[src/rtl/plmc_pkg.sv]
package plmc_pkg;

   typedef enum logic [2:0] {
      MODE_REG8   = 3'd0,
      MODE_REG12  = 3'd1,
      MODE_COMB4  = 3'd2,
      MODE_COMB8  = 3'd3,
      MODE_COMB12 = 3'd4
   } cell_mode_e;

   typedef struct packed {
      logic d_a;
      logic d_b;
      logic comb_raw;
      logic is_comb;
   } route_t;

   localparam int NUM_SUMS = 3;
   localparam int FB_W     = 6;

   function automatic cell_mode_e norm_mode(input logic [2:0] code);
      case (code)
         3'd1:    return MODE_REG12;
         3'd2:    return MODE_COMB4;
         3'd3:    return MODE_COMB8;
         3'd4:    return MODE_COMB12;
         default: return MODE_REG8;
      endcase
   endfunction

endpackage

[src/rtl/plmc_sum_group.sv]
module plmc_sum_group #(
   parameter int N_TERMS = 4,
   parameter bit CHAINED = 1'b0
) (
   input  logic [N_TERMS-1:0] terms,
   output logic               sum
);
   generate
      if (N_TERMS < 1) begin : g_bad
         $error("plmc_sum_group: N_TERMS must be at least 1");
      end
      if (CHAINED) begin : g_chain
         logic [N_TERMS-1:0] part;
         assign part[0] = terms[0];
         for (genvar i = 1; i < N_TERMS; i++) begin : g_link
            assign part[i] = part[i-1] | terms[i];
         end
         assign sum = part[N_TERMS-1];
      end else begin : g_reduce
         assign sum = |terms;
      end
   endgenerate
endmodule

[src/rtl/plmc_route.sv]
module plmc_route
   import plmc_pkg::*;
(
   input  logic       s_top,
   input  logic       s_mid,
   input  logic       s_bot,
   input  logic [2:0] mode_code,
   output route_t     route
);
   cell_mode_e mode;

   always_comb begin
      mode           = norm_mode(mode_code);
      route.d_b      = s_bot;
      route.d_a      = s_mid;
      route.comb_raw = 1'b0;
      route.is_comb  = 1'b0;
      case (mode)
         MODE_REG12: route.d_a = s_top | s_mid | s_bot;
         MODE_COMB4: begin
            route.is_comb  = 1'b1;
            route.comb_raw = s_top;
         end
         MODE_COMB8: begin
            route.is_comb  = 1'b1;
            route.comb_raw = s_top | s_mid;
         end
         MODE_COMB12: begin
            route.is_comb  = 1'b1;
            route.comb_raw = s_top | s_mid | s_bot;
         end
         default: route.d_a = s_top | s_mid;
      endcase
   end
endmodule

[src/rtl/plmc_reg.sv]
module plmc_reg (
   input  logic clk,
   input  logic rst_n,
   input  logic d,
   input  logic ck,
   input  logic ar,
   input  logic preset,
   output logic q
);
   logic q_reg;

   always_ff @(posedge clk or negedge rst_n) begin
      if (!rst_n)       q_reg <= 1'b0;
      else if (ar)      q_reg <= 1'b0;
      else if (ck)      q_reg <= preset ? 1'b1 : d;
   end

   assign q = q_reg & ~ar;

   assert_reset_clears_R9: assert property (@(posedge clk) disable iff (!rst_n)
      ar |=> (q_reg == 1'b0));
   assert_hold_without_clock_R8: assert property (@(posedge clk) disable iff (!rst_n)
      (!ar && !ck) |=> $stable(q_reg));
   assert_load_on_clock_R8: assert property (@(posedge clk) disable iff (!rst_n)
      (!ar && ck && !preset) |=> (q_reg == $past(d)));
   assert_preset_sets_R10: assert property (@(posedge clk) disable iff (!rst_n)
      (!ar && ck && preset) |=> q_reg);
endmodule

[src/rtl/plmc_outbuf.sv]
module plmc_outbuf (
   input  logic reg_a,
   input  logic comb_raw,
   input  logic is_comb,
   input  logic pol_high,
   input  logic oe,
   input  logic pin_in,
   output logic pin_out,
   output logic pin_oe,
   output logic pin_fb
);
   logic raw;

   always_comb begin
      raw     = is_comb ? comb_raw : reg_a;
      pin_out = pol_high ? raw : ~raw;
      pin_oe  = oe;
      pin_fb  = oe ? pin_out : pin_in;
   end
endmodule

[src/rtl/plmc_cell.sv]
module plmc_cell
   import plmc_pkg::*;
#(
   parameter int PT_PER_SUM = 4,
   parameter bit CHAINED_OR = 1'b0,
   localparam int PT_W = NUM_SUMS * PT_PER_SUM
) (
   input  logic            clk,
   input  logic            rst_n,
   input  logic [PT_W-1:0] pt_in,
   input  logic            ta_rst,
   input  logic            ta_clk,
   input  logic            tb_rst,
   input  logic            tb_clk,
   input  logic            t_oe,
   input  logic            bank_preset,
   input  logic [2:0]      mode_sel,
   input  logic            pol_high,
   input  logic            pin_in,
   output logic            pin_out,
   output logic            pin_oe,
   output logic [FB_W-1:0] fb_out
);
   generate
      if (PT_PER_SUM < 1 || PT_PER_SUM > 64) begin : g_bad_width
         $error("plmc_cell: PT_PER_SUM out of range");
      end
   endgenerate

   logic [NUM_SUMS-1:0] sums;
   route_t              route;
   logic [1:0]          q_vis;
   logic [1:0]          d_vec, ck_vec, ar_vec;
   logic                pin_fb;

   for (genvar g = 0; g < NUM_SUMS; g++) begin : g_sum
      plmc_sum_group #(.N_TERMS(PT_PER_SUM), .CHAINED(CHAINED_OR)) u_sum (
         .terms (pt_in[g*PT_PER_SUM +: PT_PER_SUM]),
         .sum   (sums[g])
      );
   end

   plmc_route u_route (
      .s_top     (sums[0]),
      .s_mid     (sums[1]),
      .s_bot     (sums[2]),
      .mode_code (mode_sel),
      .route     (route)
   );

   assign d_vec  = {route.d_b, route.d_a};
   assign ck_vec = {tb_clk, ta_clk};
   assign ar_vec = {tb_rst, ta_rst};

   for (genvar r = 0; r < 2; r++) begin : g_reg
      plmc_reg u_reg (
         .clk    (clk),
         .rst_n  (rst_n),
         .d      (d_vec[r]),
         .ck     (ck_vec[r]),
         .ar     (ar_vec[r]),
         .preset (bank_preset),
         .q      (q_vis[r])
      );
   end

   plmc_outbuf u_out (
      .reg_a    (q_vis[0]),
      .comb_raw (route.comb_raw),
      .is_comb  (route.is_comb),
      .pol_high (pol_high),
      .oe       (t_oe),
      .pin_in   (pin_in),
      .pin_out  (pin_out),
      .pin_oe   (pin_oe),
      .pin_fb   (pin_fb)
   );

   assign fb_out = {q_vis[1], ~q_vis[1], q_vis[0], ~q_vis[0], pin_fb, ~pin_fb};

   assert_pin_feedback_external_R11: assert property (@(posedge clk) disable iff (!rst_n)
      !pin_oe |-> (fb_out[1] == pin_in));
   assert_reg_pin_polarity_R7: assert property (@(posedge clk) disable iff (!rst_n)
      (mode_sel == 3'd0 && pin_oe) |-> (pin_out == (pol_high ? fb_out[3] : fb_out[2])));
   assert_reg_b_mode_free_R5: assert property (@(posedge clk) disable iff (!rst_n)
      (!tb_rst && tb_clk && !bank_preset) |=> (fb_out[5] == $past(|pt_in[2*PT_PER_SUM +: PT_PER_SUM])));
endmodule

[config.mk]
export PLATFORM = sky130hd
export DESIGN_NAME = plmc_cell
export DESIGN_NICKNAME = d
export VERILOG_FILES = /design/src/rtl/plmc_pkg.sv /design/src/rtl/plmc_sum_group.sv /design/src/rtl/plmc_route.sv /design/src/rtl/plmc_reg.sv /design/src/rtl/plmc_outbuf.sv /design/src/rtl/plmc_cell.sv
export SDC_FILE = /design/constraint.sdc
export NUM_CORES = 1
export LEC_CHECK = 0
export BUFFER_PORTS_ARGS = -buffer_cell sky130_fd_sc_hd__buf_2
export CAP_MARGIN = 30
export CORE_AREA = 4 4 41 43
export DETAILED_ROUTE_END_ITERATION = 8
export DIE_AREA = 0 0 45 47
export SLEW_MARGIN = 15
export SYNTH_ARGS = -nofsm -noshare
export SYNTH_HDL_FRONTEND = slang
export SYNTH_SLANG_ARGS = --single-unit
[constraint.sdc]
create_clock -name clk -period 1.6 [get_ports clk]
set_input_delay 0.08 -clock clk [delete_from_list [all_inputs] [get_ports clk]]
set_output_delay 0.08 -clock clk [all_outputs]
set_load 0.01 [all_outputs]
Yosys cells after proc, flatten, opt, wreduce, memory -nomap -nowiden --
Index checks and enable logic that the tools add are counted.
Word-level totals: output and inout port bits 8, memories kept 0, memory bits (read-only) 0, word-level logic and storage cells 38, bits in registers 2, bits in writable memories 0, bits in latches 0
Operators by class: multiply operators 0, add/subtract/negate cells 0, muxes and demuxes 12, shifts and indexed selects 0, reduce and logical (&&, ||, !) cells 6, div/mod/pow operators 0, equality and inequality tests 8, magnitude comparators 0, bitwise gates (word level) 10
Operators with widths (number):
- equality test 3 x 2 -> 1 bit, second input constant | 4
- case mux 3 bit (4 select lines) | 1
- OR reduction 4 bit | 3
- 2-to-1 mux 1 bit | 9
- equality test 3 x 1 -> 1 bit, second input constant | 2
- equality test 3 bit, second input constant | 2
- inverter 1 bit | 6
- case mux 2 bit (3 select lines) | 1
- nonzero test 2 bit | 2
- OR reduction 3 bit | 1
- AND 1 bit | 2
- bitwise OR 1 bit | 2
- case mux 1 bit (2 select lines) | 1

Depth between registers and ports, before layout --
depth in word-level cells 9, depth in mapped cells 5, depth with buffers taken out 4

By module --
A second synthesis with hierarchy kept.
Second synthesis, totals: cells, all modules 32, area, all modules 247.7 um2
Modules (own cells, without submodules):
- plmc_reg | cells an instance 5, instances 2, area an instance 46.3 um2
- plmc_route | cells an instance 11, instances 1, area an instance 76.3 um2
- plmc_outbuf | cells an instance 4, instances 1, area an instance 37.5 um2
- plmc_sum_group | cells an instance 1, instances 3, area an instance 7.5 um2
- plmc_cell | cells an instance 4, instances 1, area an instance 18.8 um2

Worst setup path before layout --
OpenSTA, ideal clock, no wires.
kind reg2out, start register g_reg[0].u_reg.q_reg, end output fb_out[1], stages on the path, launching flop included 6, buffers on the path 1, required time 1.520 ns, data arrival time 1.224 ns, slack 0.296 ns, cell sequence dfrtp_1 -> nand2b_1 -> a221oi_1 -> a221o_1 -> nand3_1 -> buf_4
On the way: cells in the longest elaborated chain, start to end 5
Ends and longest elaborated chain:
- start: declaration | RTL line plmc_reg.sv:10 | logic q_reg;
- start signal: assignment | RTL line plmc_reg.sv:15 | else if (ck) q_reg <= preset ? 1'b1 : d;
- AND 1 bit * | RTL line plmc_reg.sv:18 | assign q = q_reg & ~ar;
- 2-to-1 mux 1 bit * | RTL line plmc_outbuf.sv:15 | raw = is_comb ? comb_raw : reg_a;
- inverter 1 bit | RTL line plmc_outbuf.sv:16 | pin_out = pol_high ? raw : ~raw;
- 2-to-1 mux 1 bit * | RTL line plmc_outbuf.sv:16
- 2-to-1 mux 1 bit * | RTL line plmc_outbuf.sv:18 | pin_fb = oe ? pin_out : pin_in;
- end: declaration | RTL line plmc_cell.sv:22 | output logic [FB_W-1:0] fb_out
Every way passes the cells marked *; elsewhere a longest branch is shown, timed or not.

Worst setup path after layout --
start register g_reg[0].u_reg.q_reg, end output fb_out[0]
On the way: cells in the longest elaborated chain, start to end 6
Ends and longest elaborated chain:
- AND 1 bit * | RTL line plmc_reg.sv:18
- 2-to-1 mux 1 bit * | RTL line plmc_outbuf.sv:15
- inverter 1 bit | RTL line plmc_outbuf.sv:16
- 2-to-1 mux 1 bit * | RTL line plmc_outbuf.sv:16
- 2-to-1 mux 1 bit * | RTL line plmc_outbuf.sv:18
- inverter 1 bit * | RTL line plmc_cell.sv:79 | assign fb_out = {q_vis[1], ~q_vis[1], q_vis[0], ~q_vis[0], pin_fb, ~pin_fb};
Marks and branches as above.

==> insert_results.sql <==
INSERT INTO impl_metrics (metric_group, metric, value, unit) VALUES
('routing', 'initialDrtViolationCount', '6', ''),
('logic_synthesis', 'synth.distinct_cells', '27', ''),
('cells_and_area', 'largest_register_ffs', '2', ''),
('setup_path', 'path_class', 'register to output pin', ''),
('sta', 'layout_min_cycle_time', '1.542', 'ns'),
('place', 'routability_driven_placement_congestion_ratio', '0.7643', ''),
('logic_synthesis', 'synth_ff_type', 'sky130_fd_sc_hd__dfrtp_1', ''),
('place', 'total_half_perimeter_wirelength_after_legalization_and_detailed_placement', '784.4', 'µm'),
('setup_path', 'type_of_destination_of_the_critical_path', 'output pin', ''),
('sta', 'setup_viol', '0', ''),
('clock_network', 'tritoncts', 'built', ''),
('min_path', 'hold_start', 'tb_rst', ''),
('floorplan', 'die_height', '47', 'µm'),
('routing', 'routed-via-count', '426', ''),
('cells_and_area', 'final_nets', '101', ''),
('clock_network', 'cts_inserted_buffers', '3', ''),
('setup_path', 'critical-path-slowest-cell', 'sky130_fd_sc_hd__a221oi_2', ''),
('grt', 'sum_of_overflow_across_all_layers_after_global_routing', '0', ''),
('logic_synthesis', 'mappedNetlistNets', '64', ''),
('routing', 'post_drt_antenna_nets', '0', ''),
('sta', 'max_freq', '648.3', 'MHz'),
('flow_run', 'drv.max_cap_violation_count', '0', ''),
('logic_synthesis', 'synth.largest_area_cell', 'sky130_fd_sc_hd__dfrtp_1', ''),
('logic_synthesis', 'asyncSetResetFlopFracSynth', '100.0', '%'),
('logic_synthesis', 'synth_area', '316.6', 'µm²'),
('cells_and_area', 'final.fill_count', '149', ''),
('clock_network', 'cts-htree-levels', '1', ''),
('grt', 'first_pass_grt_wire_length', '1435', 'µm'),
('sta', 'maxSlewHeadroom', '74.87', '%'),
('sta', 'final.setup.tns', '0', 'ns'),
('sta', 'max_slew.worst_pin.slew', '0.3735', 'ns'),
('floorplan', 'placementRows', '13', ''),
('logic_synthesis', 'post_synthesis_instance_total', '39', ''),
('sta', 'timing.final.crit_share', '96.40', '%'),
('grt', 'antenna_violations_before_repair', '0', ''),
('grt', 'grt_max_degree', '8', ''),
('clock_network', 'cts_buffer_depth', '2', ''),
('setup_path', 'timing.critical_path.slowest_cell_delay', '0.35', 'ns'),
('cells_and_area', 'antenna_cells_inserted', '0', ''),
('routing', 'routed_length_per_placed_instance', '10.89', 'µm'),
('setup_path', 'crit_start', 'g_reg[0].u_reg.q_reg', ''),
('routing', 'drt_pass1_iterations', '2', ''),
('setup_path', 'crit_family', 'compound AO/OA/AOI/OAI gates', ''),
('place', 'placed_area', '473.0', 'µm²'),
('routing', 'drc', '0', ''),
('logic_synthesis', 'synth-edff-count', '0', ''),
('sta', 'final_skew', '0', 'ns'),
('logic_synthesis', 'synth.yosys.seq_area_share', '15.81', '%'),
('power', 'static-leakage-power', '0.0002686', 'µW'),
('cells_and_area', 'layout-area-overhead-vs-synth', '66.40', '%'),
('setup_path', 'cp_num_buf_inv', '1', ''),
('setup_path', 'regToRegStartpoint', 'g_reg[0].u_reg.q_reg', ''),
('setup_path', 'critical_path.startpoint_type', 'register', ''),
('floorplan', 'core_region_area', '1301', 'µm²'),
('clock_network', 'ctsRootBufferMaster', 'sky130_fd_sc_hd__clkbuf_4', ''),
('floorplan', 'initial_utilization', '24.33', '%'),
('setup_path', 'worstPathRequired', '1.52', 'ns'),
('setup_path', 'crit_fanout', '3', ''),
('sta', 'final_hold_viol_count', '0', ''),
('logic_synthesis', 'ys_top_cells_by_count', 'sky130_fd_sc_hd__buf_4, sky130_fd_sc_hd__inv_1, sky130_fd_sc_hd__nand2b_1', ''),
('min_path', 'hp-class', 'primary input to register', ''),
('status', 'outcome', 'completed', ''),
('clock_network', 'clock_latency_at_the_later_pin_of_the_worst_skew_pair', '0.22', 'ns'),
('logic_synthesis', 'post_synth.cell_area_avg', '8.117', 'µm²'),
('clock_network', 'clkTransAtPathRegs', '0.03', 'ns'),
('logic_synthesis', 'netlist_top_cells_area', 'sky130_fd_sc_hd__dfrtp_1, sky130_fd_sc_hd__buf_4, sky130_fd_sc_hd__nand2b_1', ''),
('sta', 'fin_hold_ws', '0.02473', 'ns'),
('routing', 'vias_per_cell', '4.787', ''),
('power', 'power.density', '523.8', 'nW/µm²'),
('floorplan', 'ios', '33', ''),
('logic_synthesis', 'synth_top_cell_area_share', '15.81', '%');
[metrics by stage]
step	std cells	worst slack (ns)	utilization (%)	total power [µW]
finish	89	0.05758	40.48	275.9
floorplan	39	0.2965	-	110.9
global placement	83	0.1485	36.35	161.1
detailed placement	83	0.1311	36.35	161.6
global route	89	-0.04501	40.48	300.7
CTS	87	0.05219	39.33	278.0
[layout by cell type (no fill, tap or decap), drive strengths merged, types with 2 or more instances in the layout]
cell type | netlist | layout
clkbuf | 0 | 3
a41oi | 2 | 2
buf | 4 | 35
nand3 | 2 | 2
inv | 4 | 4
nor4 | 3 | 3
nor3b | 2 | 2
nand2b | 4 | 4
dfrtp | 2 | 2
[where the power goes]
| group | total, µW | switching (µW) | internal [µW] |
|---|---|---|---|
| registers | 56.4 | 1.89 | 54.6 |
| logic | 112 | 52.0 | 59.9 |
| clock network | 107 | 25.1 | 82.4 |
| total | 276 | 79.0 | 197 |
[per-layer routing]
metal  track usage [%]  wire, µm
met3             1.533        70
met5                 0         0
met4             7.018         0
met1             9.729       363
met2             17.23       535
[final cells by class]
type / count / area, µm² / share of cell area (%)
Tap cell: 15 / 18.77 / 3.563
Multi-Input combinational cell: 29 / 227.7 / 43.23
Clock buffer: 3 / 22.52 / 4.276
Sequential cell: 2 / 50.05 / 9.501
Timing Repair Buffer: 36 / 192.7 / 36.58
Inverter: 4 / 15.01 / 2.850
[what timing repair did]
item	CTS	global route
hold buffers	1	0
setup buffers	0	2
pin swaps	0	4
setup endpoints to repair	2	1
gates resized for setup	1	0
endpoints found under the hold margin	2	0
[kinds of logic after synthesis]
family | synth area share (%)
buf+inv | 14.23
xor+xnor | 2.767
simple gates | 43.09
compound gates | 24.11
flops | 15.81
[worst paths after layout]
check	slack [ns]	endpoint	cells after the start
worst max-delay path	0.06	fb_out[0]	5
worst min-delay path	0.02	g_reg[1].u_reg.q_reg	2
worst max register to register	0.77	g_reg[0].u_reg.q_reg	3
worst min register to register	0.55	g_reg[1].u_reg.q_reg	2
max in group asynchronous	1.31	g_reg[0].u_reg.q_reg	2
min in group asynchronous	0.19	g_reg[1].u_reg.q_reg	2
(Power assumes the default switching activity.)
